<file path="src/rtl/fuse_reader_pkg.sv">
package fuse_reader_pkg;

  localparam int WORD_W   = 32;
  localparam int FUSE_AW  = 10;

  localparam logic [7:0] OFS_STATUS = 8'h18;
  localparam logic [7:0] OFS_DOUT   = 8'h20;
  localparam logic [7:0] OFS_CTRL   = 8'h24;

  localparam int CTRL_EN_BIT   = 0;
  localparam int CTRL_RD_BIT   = 1;
  localparam int CTRL_ADDR_LSB = 16;
  localparam int CTRL_BUSY_BIT = 31;

  typedef enum logic [2:0] {
    SEQ_IDLE,
    SEQ_SETUP,
    SEQ_STROBE,
    SEQ_CAPTURE,
    SEQ_DONE
  } seqState_t;

  typedef struct packed {
    logic busy;
    logic pinCs;
    logic pinLoad;
    logic pinStrobe;
    logic latchData;
    logic finish;
  } seqStrobes_t;

endpackage

</file>
<file path="src/rtl/fuse_array_model.sv">
module fuse_array_model
  import fuse_reader_pkg::*;
#(
  parameter int          DEPTH = 768,
  parameter logic [31:0] SEED  = 32'h5A5A_A5A5
) (
  input  logic               cs,
  input  logic               load,
  input  logic               strobe,
  input  logic [FUSE_AW-1:0] addr,
  output logic [WORD_W-1:0]  word
);

  logic inRange;
  logic [WORD_W-1:0] pattern;

  assign inRange = ({{(32-FUSE_AW){1'b0}}, addr} < 32'(DEPTH));
  assign pattern = {6'b0, addr, 6'b0, addr} ^ SEED;

  always_comb begin
    if (cs && load && strobe && inRange) word = pattern;
    else                                 word = '0;
  end

endmodule

</file>
<file path="src/rtl/fuse_seq_ctrl.sv">
module fuse_seq_ctrl
  import fuse_reader_pkg::*;
#(
  parameter int SETUP_CYC   = 4,
  parameter int STROBE_CYC  = 8,
  parameter int CAPTURE_CYC = 2,
  parameter int DONE_CYC    = 1
) (
  input  logic        clk,
  input  logic        rstN,
  input  logic        startReq,
  output seqStrobes_t strobes
);

  localparam int MAX_AB  = (SETUP_CYC > STROBE_CYC) ? SETUP_CYC : STROBE_CYC;
  localparam int MAX_CD  = (CAPTURE_CYC > DONE_CYC) ? CAPTURE_CYC : DONE_CYC;
  localparam int MAX_CYC = (MAX_AB > MAX_CD) ? MAX_AB : MAX_CD;
  localparam int CNT_W   = $clog2(MAX_CYC + 1);
  localparam int TOTAL   = SETUP_CYC + STROBE_CYC + CAPTURE_CYC + DONE_CYC;
  localparam int BCNT_W  = $clog2(TOTAL + 2);

  seqState_t state, stateNext;
  logic [CNT_W-1:0] phaseCnt;
  logic [CNT_W-1:0] phaseLen;
  logic lastCycle;

  always_comb begin
    unique case (state)
      SEQ_SETUP:   phaseLen = CNT_W'(SETUP_CYC);
      SEQ_STROBE:  phaseLen = CNT_W'(STROBE_CYC);
      SEQ_CAPTURE: phaseLen = CNT_W'(CAPTURE_CYC);
      SEQ_DONE:    phaseLen = CNT_W'(DONE_CYC);
      default:     phaseLen = CNT_W'(1);
    endcase
  end

  assign lastCycle = (phaseCnt == phaseLen - CNT_W'(1));

  always_comb begin
    stateNext = state;
    unique case (state)
      SEQ_IDLE:    if (startReq)  stateNext = SEQ_SETUP;
      SEQ_SETUP:   if (lastCycle) stateNext = SEQ_STROBE;
      SEQ_STROBE:  if (lastCycle) stateNext = SEQ_CAPTURE;
      SEQ_CAPTURE: if (lastCycle) stateNext = SEQ_DONE;
      SEQ_DONE:    if (lastCycle) stateNext = SEQ_IDLE;
      default:                    stateNext = SEQ_IDLE;
    endcase
  end

  always_ff @(posedge clk or negedge rstN) begin
    if (!rstN) begin
      state    <= SEQ_IDLE;
      phaseCnt <= '0;
    end else begin
      state <= stateNext;
      if (state == SEQ_IDLE || lastCycle) phaseCnt <= '0;
      else                                phaseCnt <= phaseCnt + CNT_W'(1);
    end
  end

  always_comb begin
    strobes.busy      = (state != SEQ_IDLE);
    strobes.pinCs     = (state == SEQ_SETUP) || (state == SEQ_STROBE) || (state == SEQ_CAPTURE);
    strobes.pinLoad   = strobes.pinCs;
    strobes.pinStrobe = (state == SEQ_STROBE) || (state == SEQ_CAPTURE);
    strobes.latchData = (state == SEQ_CAPTURE) && lastCycle;
    strobes.finish    = (state == SEQ_DONE) && lastCycle;
  end

  // Watch counter for the bounded busy window.
  logic [BCNT_W-1:0] busyCnt;
  always_ff @(posedge clk or negedge rstN) begin
    if (!rstN)               busyCnt <= '0;
    else if (!strobes.busy)  busyCnt <= '0;
    else                     busyCnt <= busyCnt + BCNT_W'(1);
  end


  busy_bound_chk: assert property (@(posedge clk) disable iff (!rstN)
    busyCnt <= BCNT_W'(TOTAL));


  phase_order_chk: assert property (@(posedge clk) disable iff (!rstN)
    (state == SEQ_CAPTURE) |=> (state == SEQ_CAPTURE) || (state == SEQ_DONE));


  strobe_entry_chk: assert property (@(posedge clk) disable iff (!rstN)
    $rose(strobes.pinStrobe) |-> $past(state) == SEQ_SETUP);

endmodule

</file>
<file path="src/rtl/fuse_datapath.sv">
module fuse_datapath
  import fuse_reader_pkg::*;
#(
  parameter int          ADDR_W = 8,
  parameter int          DEPTH  = 768,
  parameter logic [31:0] SEED   = 32'h5A5A_A5A5
) (
  input  logic              clk,
  input  logic              rstN,
  input  logic              regWrEn,
  input  logic [ADDR_W-1:0] regAddr,
  input  logic [31:0]       regWdata,
  output logic [31:0]       regRdata,
  input  seqStrobes_t       strobes,
  output logic              startReq,
  output logic              doneFlag
);

  logic wrCtrl, wrStatus;
  logic enReg, rdReg;
  logic [FUSE_AW-1:0] addrReg;
  logic [WORD_W-1:0]  doutReg;
  logic [WORD_W-1:0]  fuseWord;
  logic unusedWdata;

  assign wrCtrl   = regWrEn && (regAddr == ADDR_W'(OFS_CTRL));
  assign wrStatus = regWrEn && (regAddr == ADDR_W'(OFS_STATUS));
  assign startReq = wrCtrl && !strobes.busy
                    && regWdata[CTRL_EN_BIT] && regWdata[CTRL_RD_BIT];
  assign unusedWdata = ^{regWdata[31:CTRL_ADDR_LSB+FUSE_AW], regWdata[CTRL_ADDR_LSB-1:2]};

  always_ff @(posedge clk or negedge rstN) begin
    if (!rstN) begin
      enReg   <= 1'b0;
      rdReg   <= 1'b0;
      addrReg <= '0;
    end else if (strobes.finish) begin
      enReg <= 1'b0;
      rdReg <= 1'b0;
    end else if (wrCtrl && !strobes.busy) begin
      enReg   <= regWdata[CTRL_EN_BIT];
      rdReg   <= regWdata[CTRL_RD_BIT];
      addrReg <= regWdata[CTRL_ADDR_LSB +: FUSE_AW];
    end
  end

  always_ff @(posedge clk or negedge rstN) begin
    if (!rstN)                               doneFlag <= 1'b0;
    else if (strobes.finish)                 doneFlag <= 1'b1;
    else if (wrStatus && regWdata[0])        doneFlag <= 1'b0;
  end

  fuse_array_model #(
    .DEPTH (DEPTH),
    .SEED  (SEED)
  ) u_array (
    .cs     (strobes.pinCs),
    .load   (strobes.pinLoad),
    .strobe (strobes.pinStrobe),
    .addr   (addrReg),
    .word   (fuseWord)
  );

  always_ff @(posedge clk or negedge rstN) begin
    if (!rstN)                  doutReg <= '0;
    else if (strobes.latchData) doutReg <= fuseWord;
  end

  always_comb begin
    regRdata = '0;
    if (regAddr == ADDR_W'(OFS_STATUS)) regRdata = {31'b0, doneFlag};
    else if (regAddr == ADDR_W'(OFS_DOUT)) regRdata = doutReg;
    else if (regAddr == ADDR_W'(OFS_CTRL))
      regRdata = {strobes.busy, 5'b0, addrReg, 14'b0, rdReg, enReg};
  end


  flag_set_chk: assert property (@(posedge clk) disable iff (!rstN)
    strobes.finish |=> doneFlag);


  dout_hold_chk: assert property (@(posedge clk) disable iff (!rstN)
    !strobes.latchData |=> $stable(doutReg));


  busy_write_ignored_chk: assert property (@(posedge clk) disable iff (!rstN)
    (wrCtrl && strobes.busy) |=> $stable(addrReg));


  cmd_selfclear_chk: assert property (@(posedge clk) disable iff (!rstN)
    strobes.finish |=> !enReg && !rdReg);

endmodule

</file>
<file path="src/rtl/fuse_auto_reader.sv">
module fuse_auto_reader
  import fuse_reader_pkg::*;
#(
  parameter int          ADDR_W      = 8,
  parameter int          DEPTH       = 768,
  parameter logic [31:0] SEED        = 32'h5A5A_A5A5,
  parameter int          SETUP_CYC   = 4,
  parameter int          STROBE_CYC  = 8,
  parameter int          CAPTURE_CYC = 2,
  parameter int          DONE_CYC    = 1
) (
  input  logic              clk,
  input  logic              rstN,
  input  logic              regWrEn,
  input  logic [ADDR_W-1:0] regAddr,
  input  logic [31:0]       regWdata,
  output logic [31:0]       regRdata,
  output logic              irq,
  output logic              fuseCs,
  output logic              fuseLoad,
  output logic              fuseStrobe
);

  seqStrobes_t strobes;
  logic startReq;
  logic doneFlag;

  fuse_seq_ctrl #(
    .SETUP_CYC   (SETUP_CYC),
    .STROBE_CYC  (STROBE_CYC),
    .CAPTURE_CYC (CAPTURE_CYC),
    .DONE_CYC    (DONE_CYC)
  ) u_ctrl (
    .clk      (clk),
    .rstN     (rstN),
    .startReq (startReq),
    .strobes  (strobes)
  );

  fuse_datapath #(
    .ADDR_W (ADDR_W),
    .DEPTH  (DEPTH),
    .SEED   (SEED)
  ) u_dp (
    .clk      (clk),
    .rstN     (rstN),
    .regWrEn  (regWrEn),
    .regAddr  (regAddr),
    .regWdata (regWdata),
    .regRdata (regRdata),
    .strobes  (strobes),
    .startReq (startReq),
    .doneFlag (doneFlag)
  );

  assign irq        = doneFlag;
  assign fuseCs     = strobes.pinCs;
  assign fuseLoad   = strobes.pinLoad;
  assign fuseStrobe = strobes.pinStrobe;

endmodule

</file>
<file path="config.mk">
export PLATFORM = sky130hd
export DESIGN_NAME = fuse_auto_reader
export DESIGN_NICKNAME = d
export VERILOG_FILES = /design/src/rtl/fuse_reader_pkg.sv /design/src/rtl/fuse_array_model.sv /design/src/rtl/fuse_seq_ctrl.sv /design/src/rtl/fuse_datapath.sv /design/src/rtl/fuse_auto_reader.sv
export SDC_FILE = /design/constraint.sdc
export NUM_CORES = 1
export LEC_CHECK = 0
export BUFFER_PORTS_ARGS = -buffer_cell sky130_fd_sc_hd__buf_2
export CORE_ASPECT_RATIO = 0.75
export CORE_UTILIZATION = 53
export CTS_CLUSTER_DIAMETER = 30
export CTS_CLUSTER_SIZE = 16
export DETAILED_ROUTE_END_ITERATION = 8
export GPL_TIMING_DRIVEN = 0
export PLACE_DENSITY = 0.9
export SLEW_MARGIN = 20
export SYNTH_ARGS = -nofsm -noshare
export SYNTH_HDL_FRONTEND = slang
export SYNTH_SLANG_ARGS = --single-unit
</file>
<file path="constraint.sdc">
create_clock -name clk -period 3.35 [get_ports clk]
set_input_delay 0.1675 -clock clk [delete_from_list [all_inputs] [get_ports clk]]
set_output_delay 0.1675 -clock clk [all_outputs]
set_load 0.005 [all_outputs]
</file>
==> reports/qor.csv <==
metric;value;unit
status;finished, violations left;
violated checks;negative hold slack;
via total after detailed routing;1615;
Critical Setup Path Class;in -> out;
gate count after technology mapping;196;
Total Die Area;0.00439;mm^2
number of vias per cell after detailed routing;5.16;
slew at the pin closest to its max-slew limit;889;ps
Total Routed Length;4430;um
crit path launch type;primary input;
Main synth FF type;sky130_fd_sc_hd__dfrtp_1;
maximum achievable frequency;447;MHz
number of routed nets with antenna violations;0;
starting density of the core;57.5;%
Peak VDD IR;312;uV
fill cell count;305;
post-cts gate resize count;0;
Final setup viols;0;
number of I/O port buffers;53;
number of setup buffers added after CTS;0;
number of enable flip-flop cells after synthesis;0;
Die Ht;57.6;um
area added between synthesis and finish;21.3;%
via count of the first global-routing pass;1565;
cell types with the largest area share after synthesis;sky130_fd_sc_hd__dfrtp_1 (47%), sky130_fd_sc_hd__mux2_1 (6.7%), sky130_fd_sc_hd__mux2_4 (6.2%), sky130_fd_sc_hd__mux2i_1 (5.5%), sky130_fd_sc_hd__a22o_1 (4.4%);
TritonCTS clock tree;yes;
placeable core area;0.00380;mm^2
CP max FO;10;
die boundary width;76.2;um
Final Cycle Share;66.8;%
final-layout worst hold slack;-3.21;ps
global-route wire length before repair;7260;um
clock tree buffer depth;2;
cts-stage hold buffer count;0;
DRC violations left;0;
number of antenna violations at the first check in global routing;0;
dpl cells;305;
R2R setup slack;1230;ps
average wire per standard cell;14.1;um
half-perimeter wire length of the detailed placement result;3220;um
post-route clock skew;11.1;ps
final slew viol count;0;
maxcap violations;0;
total inserted antenna cells;0;
Post-layout nets;304;
sequential cell area fraction in the yosys report;46.9;%
TNS Setup;0;ps
required time at the endpoint of the critical path;3180;ps
buffer cell driving the clock tree root;sky130_fd_sc_hd__clkbuf_8;
Tightest Hold Check Type;in -> async;
number of warnings printed during yosys synthesis;0;
post-synth design cell area;0.00219;mm^2
Synth Area per Inst;11.2;um^2
top-area cell type share of the netlist area;46.9;%
unrepaired setup endpoints after global routing;false;
CTS clock-pin slew for the worst setup and hold paths;80;ps
final std cells w/o fill;313;
CTS H-tree lvls;2;
TritonCTS Buffers;5;
min cycle time layout;2240;ps
Leakage Power;1.44;nW
total gr overflow;0;
global placer's final weighted congestion;0.826;
pin count of the biggest net entering global routing;42;
number of standard-cell rows in the floorplan;19;
number of hold violations in the final report;11;
insertion delay of the later-clocked pin in the worst-skew pair;290;ps
Worst slew margin;40.8;%
TritonRoute pass-1 iters;4;
total routing resource utilization after global routing;21.5;%
Power Density;364;mW/mm^2
asr flop ratio synth;100;%
I/O pins;79;
CTS sink cnt;41;
kind of end point of the critical path;primary output;
Synth area leader;sky130_fd_sc_hd__dfrtp_1;
WP data arrival;2070;ps
distinct cell type count of the synthesized netlist;36;
fraction of layout cells with a size suffix above 1;34.5;%
number of flip-flops and latches in the synthesized netlist;41;
DRC marker count from the first detailed-route iteration;126;
[layer usage]
| layer | up-vias | routed length (um) | GRT usage [%] |
|---|---|---|---|
| met5 | - | 0 | 0 |
| met2 | 47 | 2040 | 35.1 |
| met1 | 780 | 2130 | 29.6 |
| li1 | 783 | - | - |
| met3 | 5 | 227 | 4.57 |
| met4 | 0 | 31 | 6.04 |
[cells in the mapped netlist, drive strengths merged (4+ instances only)]
library cell and count:
a22o 11, dfrtp 41, and2 11, mux2i 12
nor2 16, clkbuf 4, inv 14, nand3 7
nand2 11, nor3b 4, mux2 22, buf 16
nor2b 4
[worst max-delay path: stages]
cell and delay, ps:
sky130_fd_sc_hd__buf_2 90, sky130_fd_sc_hd__or4_4 560, sky130_fd_sc_hd__nor3b_1 370, sky130_fd_sc_hd__clkbuf_1 360
sky130_fd_sc_hd__and2_1 290, sky130_fd_sc_hd__buf_4 140, sky130_fd_sc_hd__buf_2 100
[cell type report]
type                    count  area (um^2)  share of cell area [%]
flip-flops and latches     41         1030                    38.7
multi-input cells         125          996                    37.5
repair buffers             53          265                    10.0
plain buffers              20          128                    4.81
clock buffers               6         82.6                    3.11
well taps                  52         65.1                    2.45
inverters                  14         52.6                    1.98
clock inverters             2         37.5                    1.42
[power by group]
group | total [mW] | internal [mW] | switching [mW]
sequential | 0.506 | 0.500 | 0.00617
clock | 0.410 | 0.242 | 0.168
combinational | 0.0488 | 0.0234 | 0.0254
[cell families after synthesis]
family                     after synthesis  synth area share [%]
AOI/OAI and AO/OA                       19                  7.78
xor gates and xnor gates                 4                  1.60
buffers and inverters                   34                  8.24
and+or+nand+nor                         62                  16.4
muxes                                   34                  18.4
other                                    1                 0.171
DFF                                     41                  46.9
adders and majority gates                1                 0.572
[path summary, 6_finish.rpt]
check,startpoint,endpoint,cells past startpoint
max,regAddr[1],regRdata[30],7
min,rstN,u_ctrl.phaseCnt[1]$_DFF_PN0_,1
max reg2reg,u_ctrl.state[0]$_DFFE_PN0P_,u_dp.doutReg[17]$_DFFE_PN0P_,7
min reg2reg,u_dp.doutReg[2]$_DFFE_PN0P_,u_dp.doutReg[2]$_DFFE_PN0P_,1
max in group asynchronous,rstN,u_ctrl.state[1]$_DFFE_PN0P_,1
min in group clk,regWdata[25],u_dp.addrReg[9]$_DFFE_PN0P_,2
[registers in the layout (all words and copies together) (netlist names)]
register / flops
u_ctrl.phaseCnt: 4
u_ctrl.state: 3
u_dp.addrReg: 10
u_dp.doneFlag: 1
u_dp.doutReg: 21
u_dp.enReg: 1
u_dp.rdReg: 1
[stage by stage]
step / utilization [%] / cell area, um^2 / power, mW / hold slack [ps] / worst slack [ps]
floorplan: - / 2200 / 0.536 / -128 / 1360
global placement: 66.6 / 2530 / 0.564 / 331 / 1150
detailed placement: 66.6 / 2530 / 0.565 / 335 / 1120
CTS: 69.7 / 2650 / 0.970 / 27.3 / 1110
global route: 69.7 / 2650 / 0.999 / 67.0 / 988
finish: 69.7 / 2650 / 0.965 / -3.21 / 1110
[cell usage in the layout, fill, tap and decap left out, drive strengths merged, types with 2 or more instances in the layout]
cell and n:
and2 11, nor2b 4, nand2 11, nand3 7
nor4bb 2, conb 5, or4 2, a22o 11
xnor2 2, inv 14, a32oi 2, xor2 2
nor3b 4, mux2 22, nor2 16, clkbuf 10
mux2i 12, buf 69, dfrtp 41, a21o 2
Power figures use the tool's default switching activity.
